===== src/rtl/nfg_pkg.sv =====
package nfg_pkg;

    typedef enum logic [1:0] {
        CONF_ACTIVE  = 2'd0,
        CONF_PASSIVE = 2'd1,
        CONF_BUSOFF  = 2'd2
    } conf_e;

    typedef enum logic {
        LANE_MAIN  = 1'b0,
        LANE_SPARE = 1'b1
    } lane_e;

endpackage


===== src/rtl/nfg_err_counter.sv =====
module nfg_err_counter #(
    parameter int CNT_W = 4
) (
    input  logic             clk,
    input  logic             rst_n,
    input  logic             inc_i,
    input  logic             dec_i,
    output logic [CNT_W-1:0] cnt_o
);
    localparam logic [CNT_W-1:0] CNT_MAX = '1;
    localparam logic [CNT_W-1:0] CNT_ONE = CNT_W'(1);

    logic [CNT_W-1:0] cnt_q;
    logic [CNT_W-1:0] cnt_d;

    // failure wins over a simultaneous success
    always_comb begin
        cnt_d = cnt_q;
        if (inc_i) begin
            if (cnt_q != CNT_MAX) cnt_d = cnt_q + CNT_ONE;
        end else if (dec_i) begin
            if (cnt_q != '0) cnt_d = cnt_q - CNT_ONE;
        end
    end

    always_ff @(posedge clk or negedge rst_n) begin
        if (!rst_n) cnt_q <= '0;
        else        cnt_q <= cnt_d;
    end

    assign cnt_o = cnt_q;

    AST_STEP_ONE: assert property (@(posedge clk) disable iff (!rst_n)
        (cnt_q != $past(cnt_q)) |-> ((cnt_q == $past(cnt_q) + CNT_ONE) || (cnt_q == $past(cnt_q) - CNT_ONE)));
    AST_NO_OVERFLOW: assert property (@(posedge clk) disable iff (!rst_n)
        (inc_i && cnt_q == CNT_MAX) |=> (cnt_q == CNT_MAX));
    AST_FLOOR: assert property (@(posedge clk) disable iff (!rst_n)
        (dec_i && !inc_i && cnt_q == '0) |=> (cnt_q == '0));
    AST_ERR_WINS: assert property (@(posedge clk) disable iff (!rst_n)
        (inc_i && dec_i && cnt_q != CNT_MAX) |=> (cnt_q == $past(cnt_q) + CNT_ONE));

endmodule


===== src/rtl/nfg_conf_fsm.sv =====
module nfg_conf_fsm
    import nfg_pkg::*;
#(
    parameter int CNT_W       = 4,
    parameter int PASSIVE_LIM = 4,
    parameter int BUSOFF_LIM  = 8
) (
    input  logic             clk,
    input  logic             rst_n,
    input  logic [CNT_W-1:0] tx_cnt_i,
    input  logic [CNT_W-1:0] rx_cnt_i,
    output conf_e            state_o,
    output logic             flag_ok_o
);
    localparam logic [CNT_W-1:0] P_LIM = CNT_W'(PASSIVE_LIM);
    localparam logic [CNT_W-1:0] B_LIM = CNT_W'(BUSOFF_LIM);

    conf_e state_q;
    conf_e state_d;
    logic  want_off;
    logic  want_pas;

    assign want_off = (tx_cnt_i >= B_LIM);
    assign want_pas = (tx_cnt_i >= P_LIM) || (rx_cnt_i >= P_LIM);

    always_comb begin
        state_d = state_q;
        unique case (state_q)
            CONF_ACTIVE: begin
                if (want_off)      state_d = CONF_BUSOFF;   // ACT_TO_OFF
                else if (want_pas) state_d = CONF_PASSIVE;  // ACT_TO_PAS
            end
            CONF_PASSIVE: begin
                if (want_off)      state_d = CONF_BUSOFF;   // PAS_TO_OFF
                else if (!want_pas) state_d = CONF_ACTIVE;  // PAS_TO_ACT
            end
            CONF_BUSOFF: begin
                if (!want_off) begin
                    if (want_pas) state_d = CONF_PASSIVE;   // OFF_TO_PAS
                    else          state_d = CONF_ACTIVE;    // OFF_TO_ACT
                end
            end
            default: state_d = CONF_ACTIVE;
        endcase
    end

    always_ff @(posedge clk or negedge rst_n) begin
        if (!rst_n) state_q <= CONF_ACTIVE;
        else        state_q <= state_d;
    end

    always_comb begin
        state_o   = state_q;
        flag_ok_o = (state_q == CONF_ACTIVE);
    end

    AST_STATE_LEGAL: assert property (@(posedge clk) disable iff (!rst_n)
        (state_q != conf_e'(2'd3)));
    AST_OFF_FOLLOWS: assert property (@(posedge clk) disable iff (!rst_n)
        (tx_cnt_i >= B_LIM) |=> (state_q == CONF_BUSOFF));
    AST_CLEAN_ACTIVE: assert property (@(posedge clk) disable iff (!rst_n)
        (tx_cnt_i < P_LIM && rx_cnt_i < P_LIM) |=> (state_q == CONF_ACTIVE));

endmodule


===== src/rtl/nfg_lane_fsm.sv =====
module nfg_lane_fsm
    import nfg_pkg::*;
(
    input  logic clk,
    input  logic rst_n,
    input  logic tx_ok_i,
    input  logic tx_err_i,
    input  logic cyc_start_i,
    input  logic busoff_i,
    output logic lane_o,
    output logic retry_o,
    output logic discard_o
);
    lane_e lane_q;
    lane_e lane_d;
    logic  purge;

    assign purge = cyc_start_i && busoff_i;

    always_comb begin
        lane_d = lane_q;
        unique case (lane_q)
            LANE_MAIN:  if (tx_err_i) lane_d = LANE_SPARE;  // MAIN_FAIL
            LANE_SPARE: if (tx_err_i) lane_d = LANE_MAIN;   // SPARE_FAIL
            default:    lane_d = LANE_MAIN;
        endcase
    end

    always_ff @(posedge clk or negedge rst_n) begin
        if (!rst_n) lane_q <= LANE_MAIN;
        else        lane_q <= lane_d;
    end

    always_ff @(posedge clk or negedge rst_n) begin
        if (!rst_n) begin
            retry_o   <= 1'b0;
            discard_o <= 1'b0;
        end else begin
            discard_o <= purge || (tx_err_i && lane_q == LANE_SPARE);
            if (purge)         retry_o <= 1'b0;
            else if (tx_err_i) retry_o <= (lane_q == LANE_MAIN);
            else if (tx_ok_i)  retry_o <= 1'b0;
        end
    end

    assign lane_o = lane_q;

    AST_MAIN_FAIL: assert property (@(posedge clk) disable iff (!rst_n)
        (tx_err_i && lane_q == LANE_MAIN && !purge) |=> (lane_q == LANE_SPARE && retry_o && !discard_o));
    AST_SPARE_FAIL: assert property (@(posedge clk) disable iff (!rst_n)
        (tx_err_i && lane_q == LANE_SPARE) |=> (lane_q == LANE_MAIN && discard_o && !retry_o));
    AST_PURGE: assert property (@(posedge clk) disable iff (!rst_n)
        purge |=> (discard_o && !retry_o));
    AST_OK_HOLDS_LANE: assert property (@(posedge clk) disable iff (!rst_n)
        (tx_ok_i && !tx_err_i) |=> (lane_q == $past(lane_q) && !retry_o));

endmodule


===== src/rtl/node_fault_guard.sv =====
module node_fault_guard
    import nfg_pkg::*;
#(
    parameter int CNT_W       = 4,
    parameter int PASSIVE_LIM = 4,
    parameter int BUSOFF_LIM  = 8
) (
    input  logic       clk,
    input  logic       rst_n,
    input  logic       cyc_start_i,
    input  logic       tx_ok_i,
    input  logic       tx_err_i,
    input  logic       rx_ok_i,
    input  logic       rx_err_i,
    output logic [1:0] err_state_o,
    output logic       err_flag_ok_o,
    output logic       bus_sel_o,
    output logic       retry_o,
    output logic       discard_o
);
    localparam int N_CNT  = 2;
    localparam int IDX_TX = 0;
    localparam int IDX_RX = 1;

    logic [N_CNT-1:0] inc_v;
    logic [N_CNT-1:0] dec_v;
    logic [CNT_W-1:0] cnt_v [N_CNT];
    conf_e            conf_state;

    assign inc_v[IDX_TX] = tx_err_i;
    assign dec_v[IDX_TX] = tx_ok_i;
    assign inc_v[IDX_RX] = rx_err_i;
    assign dec_v[IDX_RX] = rx_ok_i;

    for (genvar g = 0; g < N_CNT; g++) begin : g_cnt
        nfg_err_counter #(.CNT_W(CNT_W)) i_cnt (
            .clk   (clk),
            .rst_n (rst_n),
            .inc_i (inc_v[g]),
            .dec_i (dec_v[g]),
            .cnt_o (cnt_v[g])
        );
    end

    nfg_conf_fsm #(
        .CNT_W       (CNT_W),
        .PASSIVE_LIM (PASSIVE_LIM),
        .BUSOFF_LIM  (BUSOFF_LIM)
    ) i_conf (
        .clk       (clk),
        .rst_n     (rst_n),
        .tx_cnt_i  (cnt_v[IDX_TX]),
        .rx_cnt_i  (cnt_v[IDX_RX]),
        .state_o   (conf_state),
        .flag_ok_o (err_flag_ok_o)
    );

    nfg_lane_fsm i_lane (
        .clk         (clk),
        .rst_n       (rst_n),
        .tx_ok_i     (tx_ok_i),
        .tx_err_i    (tx_err_i),
        .cyc_start_i (cyc_start_i),
        .busoff_i    (conf_state == CONF_BUSOFF),
        .lane_o      (bus_sel_o),
        .retry_o     (retry_o),
        .discard_o   (discard_o)
    );

    assign err_state_o = conf_state;

    AST_NO_PURGE_UNLESS_OFF: assert property (@(posedge clk) disable iff (!rst_n)
        (cyc_start_i && !tx_err_i && conf_state != CONF_BUSOFF) |=> !discard_o);
    AST_FLAG_ACTIVE: assert property (@(posedge clk) disable iff (!rst_n)
        (err_state_o != 2'd0) |-> !err_flag_ok_o);

endmodule


===== config.mk =====
export PLATFORM = sky130hd
export DESIGN_NAME = node_fault_guard
export DESIGN_NICKNAME = d
export VERILOG_FILES = /design/src/rtl/nfg_pkg.sv /design/src/rtl/nfg_err_counter.sv /design/src/rtl/nfg_conf_fsm.sv /design/src/rtl/nfg_lane_fsm.sv /design/src/rtl/node_fault_guard.sv
export SDC_FILE = /design/constraint.sdc
export NUM_CORES = 1
export LEC_CHECK = 0
export ABC_AREA = 1
export ABC_CLOCK_PERIOD_IN_PS = 3480
export BUFFER_PORTS_ARGS = -buffer_cell sky130_fd_sc_hd__buf_2
export CORE_MARGIN = 3
export CORE_UTILIZATION = 59
export DETAILED_ROUTE_END_ITERATION = 16
export GPL_TIMING_DRIVEN = 0
export PLACE_DENSITY = 0.85
export SLEW_MARGIN = 20
export SYNTH_ARGS = -nofsm -noshare
export SYNTH_HDL_FRONTEND = slang
export SYNTH_HIERARCHICAL = 1
export SYNTH_SLANG_ARGS = --single-unit

===== constraint.sdc =====
create_clock -name clk -period 3.48 [get_ports clk]
set_input_delay 0.522 -clock clk [delete_from_list [all_inputs] [get_ports clk]]
set_output_delay 0.522 -clock clk [all_outputs]
set_load 0.01 [all_outputs]

-- Yosys cells after proc, flatten, opt, wreduce, memory -nomap -nowiden
Cells that the tools add are included.
- equal/unequal tests: 9
- magnitude comparators: 3
- mux-type cells: 21
- reduce and logical (&&, ||, !) cells: 15
- bitwise gates (word level): 1
- add/sub/neg operators: 4
- operators with widths (kind ; number):
    $mux 4 ; 8
    $mux 2 ; 5
    $reduce_and 3->1 ; 3
    $add 4x1->4 const B ; 2
    $ge 4x3->1 const B ; 2
    $ne 4x4->1 const B ; 2
    $reduce_bool 2->1 ; 4
    $reduce_bool 4->1 ; 2
    $sub 4x1->4 const B ; 2
    $mux 1 ; 6
    $pmux 2 s3 ; 1
    $ge 4x4->1 const B ; 1
    $ne 2x1->1 const B ; 2
    $ne 3x1->1 const B ; 1
    $ne 3x2->1 const B ; 1
    $reduce_bool 3->1 ; 1
    $eq 2x1->1 const B ; 1
    $eq 2x2->1 const B ; 1
    $logic_and 1x1->1 ; 2
    $logic_not 2->1 ; 1
    $logic_or 1x1->1 ; 2
    $ne 2x2->1 const B ; 1
    $pmux 1 s2 ; 1
    $not 1->1 ; 1
- logic and storage cells: 59
- output and inout port bits: 6
- register bits: 13

-- Longest topological paths before layout
Gate-level depths: netlist (run 1).
- word-level depth: 5
- mapped depth: 9
- depth with buffers taken out: 9

-- Modules after synthesis
Netlist (run 1), hierarchy kept.
- modules (own cells, without submodules) (module ; cells each ; seq. area each (um^2) ; instances ; area an instance (um^2)):
    nfg_err_counter (g_cnt[1].i_cnt) ; 46 ; 100.1 ; 1 ; 317.8
    nfg_err_counter (g_cnt[0].i_cnt) ; 45 ; 100.1 ; 1 ; 314.1
    nfg_lane_fsm ; 17 ; 75.1 ; 1 ; 150.1
    nfg_conf_fsm ; 10 ; 50.0 ; 1 ; 86.3
    node_fault_guard ; 2 ; 0.0 ; 1 ; 10.0

-- Least setup slack after synthesis (run 1)
No wires, ideal clock.
- path type: input port to flip-flop
- start point: input rx_err_i
- end point: register g_cnt[1].i_cnt.cnt_q[3]
- stages on the path: 7
- buffers on the path: 0
- required time: 3364 ps
- data arrival time: 1394 ps
- slack: 1970 ps
- path through: inv_1 -> ha_1 -> or2_1 -> nand3_1 -> nand2_1 -> nand2_1 -> nand2_1
- word-level cells in the longest chain between the ends: 2
- elaborated cells on any way between the ends: 5
- RTL lines (element ; line ; text):
    start, declared ; node_fault_guard.sv:14 ; input logic rx_err_i,
    $ne 2x1->1 (no line) or $reduce_bool 2->1 (tied branches) ; n/a ;
    $reduce_and 3->1 (no line) ; n/a ;
    end signal, assigned ; nfg_err_counter.sv:28 ; else cnt_q <= cnt_d;
    end, declared ; nfg_err_counter.sv:13 ; logic [CNT_W-1:0] cnt_q;
Parallel ways exist; a longest one is shown, timed or not.
A chain may end at the register's enable or synchronous reset.

-- Final worst setup path (run 1)
- start point: register i_conf.state_q[1] (netlist: i_conf/state_o[1])
- end point: output err_flag_ok_o
- word-level cells in the longest chain between the ends: 1
- RTL lines (element ; line ; text):
    start, declared ; nfg_conf_fsm.sv:18 ; conf_e state_q;
    start signal, assigned ; nfg_conf_fsm.sv:49 ; else state_q <= state_d;
    $logic_not 2->1 ; nfg_conf_fsm.sv:54 ; flag_ok_o = (state_q == CONF_ACTIVE);
    end, declared ; node_fault_guard.sv:16 ; output logic err_flag_ok_o,
No other way between the ends.

==> metrics, run 1 <==
R2R cell count=6; # Post-CTS Setup Buffers=0; status=complete, no violations; ANT nets after route=0; # H-tree levels=1; cell taking the most area after synthesis=dfrtp_1; min Tclk post-route=1.45 ns; fmax=692 MHz; CORE AREA=0.00135 sq mm; Reg clk slew, reported paths=0.08 ns; Layout fillers=about 120; die width=roughly 45 um; Clock Path Buffers=2; FF/Latch Area=325 sq um; Multi-input gate area=485 sq um; top-area cell type share of the netlist area=37.0%; PostCTS Resize Cnt=0; RSZ-0062 raised after global routing=no; share of cells above drive strength 1=19.1%; die area=0.00199 sq mm; PortBufs=12; antenna violations before repair=0; max-slew violation count=0; total power=0.802 mW; R2R setup slack=2.15 ns; GRT Total Usage=17.6%; ant diodes=0; HPWL Detailed=1.18 mm; final net count=152; Initial DRC Count=21; TritonCTS Buffers=3; Top Ports=13; first-pass GRT wire length=between 2 and 3 mm; final setup fails=0; DRC violations left=0; Leak=around 0.58 nW; Cell Rows=13; Critical Path Start Type=flop; Crit Path Max Fanout=5; Least-Margin Pin Slew=0.279 ns; root buffer cell=clkbuf_4; Post-CTS Hold Buffers=0; Syn Nets=135; initial core utilization=65.1%; Avg WL per Cell=approximately 9.4 um; CP arrival=0.92 ns; Skew-Pair Late Insertion Delay=0.27 ns; RD Place Congestion=0.819; HP Class=input port to async pin; number of global-route vias before repair=636; die height=44.6 um; Setup TNS=0 ns; Setup Skew=0.000866 ns; cell area after synthesis=878 sq um; synthesized area per cell=around 7.3 sq um; drt pass-1 iters=4; PwrDens=815 mW/mm^2; largest net degree at the start of global routing=14; clock sink count=13; Yosys reg bits=13; Warnings, synthesis=6; drt total wl=1.41 mm; worst vdd ir=between 0.5 and 0.6 mV; Via density=about 5; CTS tree=built; Post-Syn Instances=between 100 and 150; slew margin rel.=81.4%; synth unique cells=15; worst reg2reg endpoint=g_cnt[1].i_cnt/cnt_o[3]$_DFFE_PN0P_; CP Class=flop to output port; Seq/Total Area, Yosys=37.0%; dominant cells by area after synthesis=dfrtp_1, nand2_1, ha_1; Final period util=41.5%; CP Data Required Time=2.96 ns; worst reg2reg path startpoint=g_cnt[1].i_cnt/cnt_o[2]$_DFFE_PN0P_; final hold slack=0.113 ns; CP Capture Type=output port; Area Growth Syn to Fin=12.0%; Hold Vio Cnt, Final=0; routed via count=739; gr ovfl total=0; Max-Cap Viols=0
[layout by cell type (no fill, tap or decap), drive strengths merged]
cell type and instances:
fa 2, buf 12, nand3 10, or2 2, ha 6, dfrtp 13
a21oi 4, inv 18, clkbuf 4, nor2 14, xor2 2, nand2 49
[through the flow]
stage / setup slack, ns / utilization (%) / cells / area [sq um]
floorplan: 1.97 / - / 120 / 878
global placement: 1.76 / 70.9 / 147 / 957
detailed placement: 1.75 / 70.9 / 147 / 957
CTS: 2.02 / 72.8 / 151 / 983
global route: 1.89 / 72.8 / 151 / 983
finish: 2.03 / 72.8 / 151 / 983
[cell usage after synthesis, drive strengths merged]
cell type,n
dfrtp,13
or2,2
nor2,14
inv,18
xor2,2
fa,2
nand3,10
nand2,49
ha,6
a21oi,4
[worst max-delay path: stages (launching register included)]
cell and delay, ns:
dfrtp_1 0.42, nor2_1 0.10, buf_2 0.13
[worst max path at each step]
stage	start	endpoint	slack, ns	cells past startpoint
2_1_floorplan	rx_err_i	g_cnt[1].i_cnt/cnt_o[3]$_DFFE_PN0P_	1.97	7
3_3_place_gp	rx_err_i	g_cnt[1].i_cnt/cnt_o[3]$_DFFE_PN0P_	1.76	8
3_5_place_dp	rx_err_i	g_cnt[1].i_cnt/cnt_o[3]$_DFFE_PN0P_	1.75	8
4_1_cts	i_conf/state_o[1]$_DFFE_PN0P_	err_flag_ok_o	2.02	2
5_1_grt	tx_err_i	g_cnt[0].i_cnt/cnt_o[3]$_DFFE_PN0P_	1.89	9
6_report	i_conf/state_o[1]$_DFFE_PN0P_	err_flag_ok_o	2.03	2
[sequential cells by signal (all words and copies together), names as in the netlist]
signal and flops:
g_cnt.i_cnt/cnt_o 8, i_conf/state_o 2, i_lane/discard_o 1, i_lane/lane_o 1, i_lane/retry_o 1
[where the power goes]
| group | leakage (nW) | switching [mW] | total, mW | internal [mW] |
|---|---|---|---|---|
| Clock | 0.0150 | 0.0477 | 0.0921 | 0.0444 |
| Combinational | 0.406 | 0.218 | 0.392 | 0.174 |
| Sequential | 0.158 | 0.0915 | 0.318 | 0.226 |
| Total | 0.578 | 0.357 | 0.802 | 0.445 |
[cells by family (layout without fill, tap and decap cells)]
family	after synthesis	after routing	share of synthesized area [%]
AND/OR/NAND/NOR	75	75	37.5
buffers and inverters	18	34	7.69
flip-flops	13	13	37.0
adder cells (fa/ha/maj)	8	8	13.1
AO/OA/AOI/OAI	4	4	2.71
XOR/XNOR	2	2	1.99
[layer usage]
metal / global-route usage [%] / routed length, um
met4: 7.23 / 0
met5: 0 / 0
met2: 26.6 / 661
met3: 6.50 / 56
met1: 22.5 / 696
[area by class of cell]
class | count | area share, %
repair buffers | 12 | 6.11
inverters | 18 | 6.87
well taps | 15 | 1.91
flip-flops and latches | 13 | 33.1
clock buffers | 4 | 2.67
multi-input cells | 89 | 49.4
No activity file was read; power rests on OpenSTA's default activity.
==> inputs of run 2 (changes only) <==
--- a/config.mk
+++ b/config.mk
@@ -6,13 +6,13 @@
 export NUM_CORES = 1
 export LEC_CHECK = 0
 export ABC_AREA = 1
-export ABC_CLOCK_PERIOD_IN_PS = 3480
+export ABC_CLOCK_PERIOD_IN_PS = 1500
 export BUFFER_PORTS_ARGS = -buffer_cell sky130_fd_sc_hd__buf_2
 export CORE_MARGIN = 3
-export CORE_UTILIZATION = 59
+export CORE_UTILIZATION = 54
 export DETAILED_ROUTE_END_ITERATION = 16
 export GPL_TIMING_DRIVEN = 0
-export PLACE_DENSITY = 0.85
+export PLACE_DENSITY = 0.79
 export SLEW_MARGIN = 20
 export SYNTH_ARGS = -nofsm -noshare
 export SYNTH_HDL_FRONTEND = slang
==> constraint.sdc (replaced) <==
create_clock -name clk -period 1.5 [get_ports clk]
set_input_delay 0.225 -clock clk [delete_from_list [all_inputs] [get_ports clk]]
set_output_delay 0.225 -clock clk [all_outputs]
set_load 0.01 [all_outputs]
==> metrics, run 2 (synthesis results as in run 1) <==
cell mode on critical path=nand2_1; Top Ports=13; CP bufs+invs=0; PortBufs=12; HP Class=input port to flop; min Tclk post-route=1.37 ns; slew margin rel.=80.3%; CORE AREA=0.00142 sq mm; Via density=5.09; R2R cell count=6; CTS tree=built; max-slew violation count=0; Hold Vio Cnt, Final=0; Final period util=91.3%; final setup fails=0; PostCTS Resize Cnt=0; R2R setup slack=0.13 ns; Initial DRC Count=15; Setup TNS=0 ns; final net count=153; status=complete, no violations; Least-Margin Pin Slew=between 0.2 and 0.3 ns; ant diodes=0; Crit path max-delay family=simple AND/OR/NAND/NOR gates; commonest cells after routing, fill and taps aside=nand2_1, inv_1, dfrtp_1; die area=0.00215 sq mm; FF/Latch Area=around 330 sq um; # Post-CTS Setup Buffers=0; Final Instance Area=993 sq um; CP arrival=1.54 ns; Layout fillers=109; Clock Path Buffers=2; gr ovfl total=0; Setup Skew=around 0.006 ns; PwrDens=1940 mW/mm^2; dpl cell area=about 960 sq um; worst reg2reg path startpoint=g_cnt[0].i_cnt/cnt_o[2]$_DFFE_PN0P_; Skew-Pair Late Insertion Delay=between 0.2 and 0.3 ns; hold depth=3; number of global-route vias before repair=693; RSZ-0062 raised after global routing=no; CP Data Required Time=1.67 ns; CP Capture Type=flop; fmax=between 700 and 800 MHz; Area Growth Syn to Fin=13.1%; # H-tree levels=1; max incr delay on CP=between 0.4 and 0.5 ns; Crit Path Max Fanout=5; Max-Cap Viols=0; Min-Delay Endpoint=i_lane/discard_o$_DFF_PN0_; GRT Total Usage=17.9%; worst vdd ir=1.19 mV; RD Place Congestion=0.828; largest net degree at the start of global routing=14; Avg WL per Cell=11.4 um; ANT nets after route=0; initial core utilization=62.1%; share of cells above drive strength 1=between 10% and 20%; TritonCTS Buffers=3; Reg clk slew, reported paths=0.08 ns; commonest non-fill, non-tap cell in the layout=nand2_1; DRC violations left=0; root buffer cell=clkbuf_4; drt total wl=1.73 mm; die width=approximately 46 um; final hold slack=0.174 ns; Cell Rows=13; Critical Path Start Type=flop; first-pass GRT wire length=2.68 mm; drt pass-1 iters=4; critical-path cell list=ha_1 > or2_1 > nand3_1 > nand2_1 > nand2_1 > nand2_1; HPWL Detailed=1.31 mm; Post-CTS Hold Buffers=1; Crit-path slowest cell=dfrtp_1; Multi-input gate area=485 sq um; CP Class=flop to flop; Leak=0.582 nW; clock sink count=13; max reg flops=8; antenna violations before repair=0; worst reg2reg endpoint=g_cnt[0].i_cnt/cnt_o[3]$_DFFE_PN0P_; routed via count=between 700 and 800; die height=46.3 um; hold path startpoint=cyc_start_i
==> run 2: changes by cell type in the layout (fill, tap and decap cells not counted), sizes merged <==
cell and change:
dlygate4sd3 +1
==> run 2: routing by layer <==
layer | global-route usage [%] | vias up | wire, um
met1 | 18.5 | 361 | 729
li1 | - | 400 | -
met4 | 6.25 | 0 | 13
met5 | 0 | - | 0
met3 | 5.86 | 2 | 54
met2 | 33.0 | 11 | 931
==> run 2: final cells by class <==
class                      count  area share (%)
sequential                    13            32.7
tap                           15            1.89
clock buffer                   4            2.64
timing repair buffer          13            7.05
inverter                      18            6.80
multi-input combinational     89            48.9
==> run 2: worst max-delay path by stage <==
stage,startpoint,end,slack (ns),depth (start not counted)
after global routing,g_cnt[0].i_cnt/cnt_o[2]$_DFFE_PN0P_,g_cnt[0].i_cnt/cnt_o[3]$_DFFE_PN0P_,0.01,6
after detailed placement,tx_err_i,g_cnt[0].i_cnt/cnt_o[3]$_DFFE_PN0P_,0.04,8
after CTS,g_cnt[0].i_cnt/cnt_o[2]$_DFFE_PN0P_,g_cnt[0].i_cnt/cnt_o[3]$_DFFE_PN0P_,0.13,6
final,g_cnt[0].i_cnt/cnt_o[2]$_DFFE_PN0P_,g_cnt[0].i_cnt/cnt_o[3]$_DFFE_PN0P_,0.13,6
after global placement,tx_err_i,g_cnt[0].i_cnt/cnt_o[3]$_DFFE_PN0P_,0.08,8
after floorplan,g_cnt[1].i_cnt/cnt_o[2]$_DFFE_PN0P_,g_cnt[1].i_cnt/cnt_o[3]$_DFFE_PN0P_,0.25,6
==> run 2: stage by stage <==
stage          worst slack [ns]  power, mW  utilization, %  std cells
2_1_floorplan             0.249       1.42               -        120
3_3_place_gp             0.0772       1.64            67.6        147
3_5_place_dp             0.0377       1.70            67.6        147
4_1_cts                   0.127       1.93            70.2        152
5_1_grt                  0.0137       2.11            70.2        152
6_report                  0.130       1.92            70.2        152
==> run 2: where the power goes <==
group | switching [mW] | internal (mW)
sequential | 0.230 | 0.525
clock | 0.107 | 0.103
combinational | 0.550 | 0.408
==> run 2: worst reg2reg max path, cell delays in order (launching register included) <==
cell	delay [ns]
dfrtp_1	0.44
ha_1	0.33
or2_1	0.25
nand3_1	0.09
nand2_1	0.06
nand2_1	0.06
nand2_1	0.04
==> inputs of run 3 (changes only) <==
--- a/config.mk
+++ b/config.mk
@@ -7,14 +7,13 @@
 export LEC_CHECK = 0
 export ABC_AREA = 1
 export ABC_CLOCK_PERIOD_IN_PS = 1500
-export BUFFER_PORTS_ARGS = -buffer_cell sky130_fd_sc_hd__buf_2
 export CORE_MARGIN = 3
-export CORE_UTILIZATION = 54
+export CORE_UTILIZATION = 60
 export DETAILED_ROUTE_END_ITERATION = 16
+export DONT_BUFFER_PORTS = 1
 export GPL_TIMING_DRIVEN = 0
 export PLACE_DENSITY = 0.79
 export SLEW_MARGIN = 20
 export SYNTH_ARGS = -nofsm -noshare
 export SYNTH_HDL_FRONTEND = slang
-export SYNTH_HIERARCHICAL = 1
 export SYNTH_SLANG_ARGS = --single-unit
==> metrics, run 3 <==
PortBufs=0; dpl ws=slightly above 0.1 ns; min Tclk post-route=1.41 ns; Layout fillers=99; worst reg2reg path startpoint=g_cnt[0].i_cnt.cnt_o[2]$_DFFE_PN0P_; Warnings, synthesis=0; drt pass-1 iters=4; CP Data Required Time=~1.7 ns; Initial DRC Count=13; largest net degree at the start of global routing=14; fin cells=130; initial core utilization=69.5%; CTS tree=built; Synth async-reset ratio=100%; Setup TNS=0 ns; max-slew violation count=0; CP arrival=1.59 ns; Leak=0.496 nW; synthesized area per cell=around 7.6 sq um; Post-synth EDFFs=0; die area=0.00190 sq mm; R2R cell count=6; ant diodes=0; max incr delay on CP=0.45 ns; root buffer cell=clkbuf_4; Final period util=93.8%; DRC violations left=0; Cell Rows=12; DP Cell Count=125; hold depth=2; Max-Cap Viols=0; Least-Margin Pin Slew=0.586 ns; worst reg2reg endpoint=g_cnt[0].i_cnt.cnt_o[3]$_DFFE_PN0P_; Top Ports=13; ys flop type=dfrtp_1; final setup fails=0; final core area utilization=74.0%; number of global-route vias before repair=592; hold path startpoint=tx_ok_i; TritonCTS Buffers=3; fmax=710 MHz; antenna violations before repair=0; Syn Nets=126; routed via count=between 600 and 700; GRT Total Usage=18.1%; RSZ-0062 raised after global routing=no; Critical Path Start Type=flop; cell mode on critical path=nand2_1; setup slack after layout=0.0925 ns; first-pass GRT wire length=between 2 and 3 mm; drt total wl=1.46 mm; HPWL Detailed=1.14 mm; CP Class=flop to flop; gr ovfl total=0; HP Class=input port to flop; Seq/Total Area, Yosys=38.5%; Crit-path slowest cell=dfrtp_1; cell taking the most area after synthesis=dfrtp_1; final net count=~130; clock sink count=13; CP bufs+invs=0; Crit path max-delay family=simple AND/OR/NAND/NOR gates; worst vdd ir=1.01 mV; Min-Delay Endpoint=i_lane.retry_o$_DFFE_PN0P_; commonest non-fill, non-tap cell in the layout=nand2_1; status=complete, no violations; PwrDens=1990 mW/mm^2; Clock Path Buffers=2; # Post-CTS Setup Buffers=0; slew margin rel.=about three fifths; R2R setup slack=0.09 ns; commonest cells in the netlist=nand2_1, dfrtp_1, inv_1, nor2_1, nand3_1; Avg WL per Cell=11.2 um; CP Capture Type=flop; most instantiated library cell after synthesis=nand2_1; final hold slack=~0.090 ns; # H-tree levels=1; Skew-Pair Late Insertion Delay=roughly 0.28 ns; Setup Skew=about 0.0046 ns; Hold Vio Cnt, Final=0; die height=43.5 um; dominant cells by area after synthesis=dfrtp_1, nand2_1, ha_1; synth unique cells=20; Via density=about 5.4; Area Growth Syn to Fin=6.36%; cell area after synthesis=around 850 sq um; RD Place Congestion=around 0.86; share of cells above drive strength 1=6.03%; commonest cells after routing, fill and taps aside=nand2_1, dfrtp_1, nor2_1, inv_1, nand3_1; Yosys reg bits=13; die width=43.5 um; Crit Path Max Fanout=5; top-area cell type share of the netlist area=approximately two fifths; critical-path cell list=ha_1 > or2_2 > nand3_1 > nand2_1 > nand2_1 > nand2_1; max reg flops=8; CORE AREA=0.00122 sq mm; ANT nets after route=0; Reg clk slew, reported paths=around 0.080 ns; Post-Syn Instances=111
[run 3: worst reg2reg max path: stages (launching register included)]
cell     delay, ns
dfrtp_1       0.45
ha_1          0.33
or2_2         0.29
nand3_1       0.08
nand2_1       0.05
nand2_1       0.06
nand2_1       0.04
[run 3: worst max path at each step]
stage | from | to | slack [ns] | depth (start not counted)
finish | g_cnt[0].i_cnt.cnt_o[2]$_DFFE_PN0P_ | g_cnt[0].i_cnt.cnt_o[3]$_DFFE_PN0P_ | 0.09 | 6
global route | g_cnt[0].i_cnt.cnt_o[2]$_DFFE_PN0P_ | g_cnt[0].i_cnt.cnt_o[3]$_DFFE_PN0P_ | 0.03 | 6
CTS | g_cnt[0].i_cnt.cnt_o[2]$_DFFE_PN0P_ | g_cnt[0].i_cnt.cnt_o[3]$_DFFE_PN0P_ | 0.09 | 6
detailed placement | g_cnt[0].i_cnt.cnt_o[2]$_DFFE_PN0P_ | g_cnt[0].i_cnt.cnt_o[3]$_DFFE_PN0P_ | 0.10 | 6
global placement | g_cnt[0].i_cnt.cnt_o[2]$_DFFE_PN0P_ | g_cnt[0].i_cnt.cnt_o[3]$_DFFE_PN0P_ | 0.11 | 6
floorplan | g_cnt[0].i_cnt.cnt_o[2]$_DFFE_PN0P_ | g_cnt[0].i_cnt.cnt_o[3]$_DFFE_PN0P_ | 0.20 | 6
[run 3: cells by family (layout without fill, tap and decap cells)]
group,after synthesis,after routing,share of synthesized area [%]
compound gates,4,4,2.96
simple gates,69,69,34.2
buf+inv,13,18,6.66
xor+xnor,4,4,4.14
flops,13,13,38.5
fa+ha+maj,8,8,13.6
[run 3: what timing repair did]
item,4_1_cts,5_1_grt
hold buffers,1,0
endpoints found under the hold margin,13,0
resized for setup,0,0
[run 3: power by group]
| group | switching (mW) | leakage, nW | internal [mW] |
|---|---|---|---|
| clock | 0.118 | 0.0150 | 0.103 |
| combinational | 0.446 | 0.323 | 0.356 |
| sequential | 0.241 | 0.158 | 0.524 |
[run 3: cell type report]
class | instances | area, sq um | share of cell area [%]
sequential | 13 | 325 | 36.2
clock buffer | 4 | 26.3 | 2.92
timing repair buffer | 1 | 10.0 | 1.11
inverter | 12 | 45.0 | 5.01
buffer | 1 | 11.3 | 1.25
multi-input combinational | 85 | 464 | 51.6
tap | 14 | 17.5 | 1.95
[run 3: routing by layer]
| layer | routed length, um | vias to the layer above | track usage [%] | part of all wire, % |
|---|---|---|---|---|
| met2 | 636 | 14 | 24.7 | 44 |
| met5 | 0 | - | 0 | 0 |
| li1 | - | 357 | - | - |
| met1 | 739 | 325 | 26.3 | 51 |
| met3 | 66 | 3 | 5.39 | 4.5 |
| met4 | 16 | 0 | 7.83 | 1.1 |
[run 3: per-stage QoR]
step / total power [mW] / area, sq um
finish: 1.79 / 900
CTS: 1.81 / 900
global placement: 1.53 / 863
detailed placement: 1.57 / 863
floorplan: 1.40 / 846
global route: 1.99 / 900
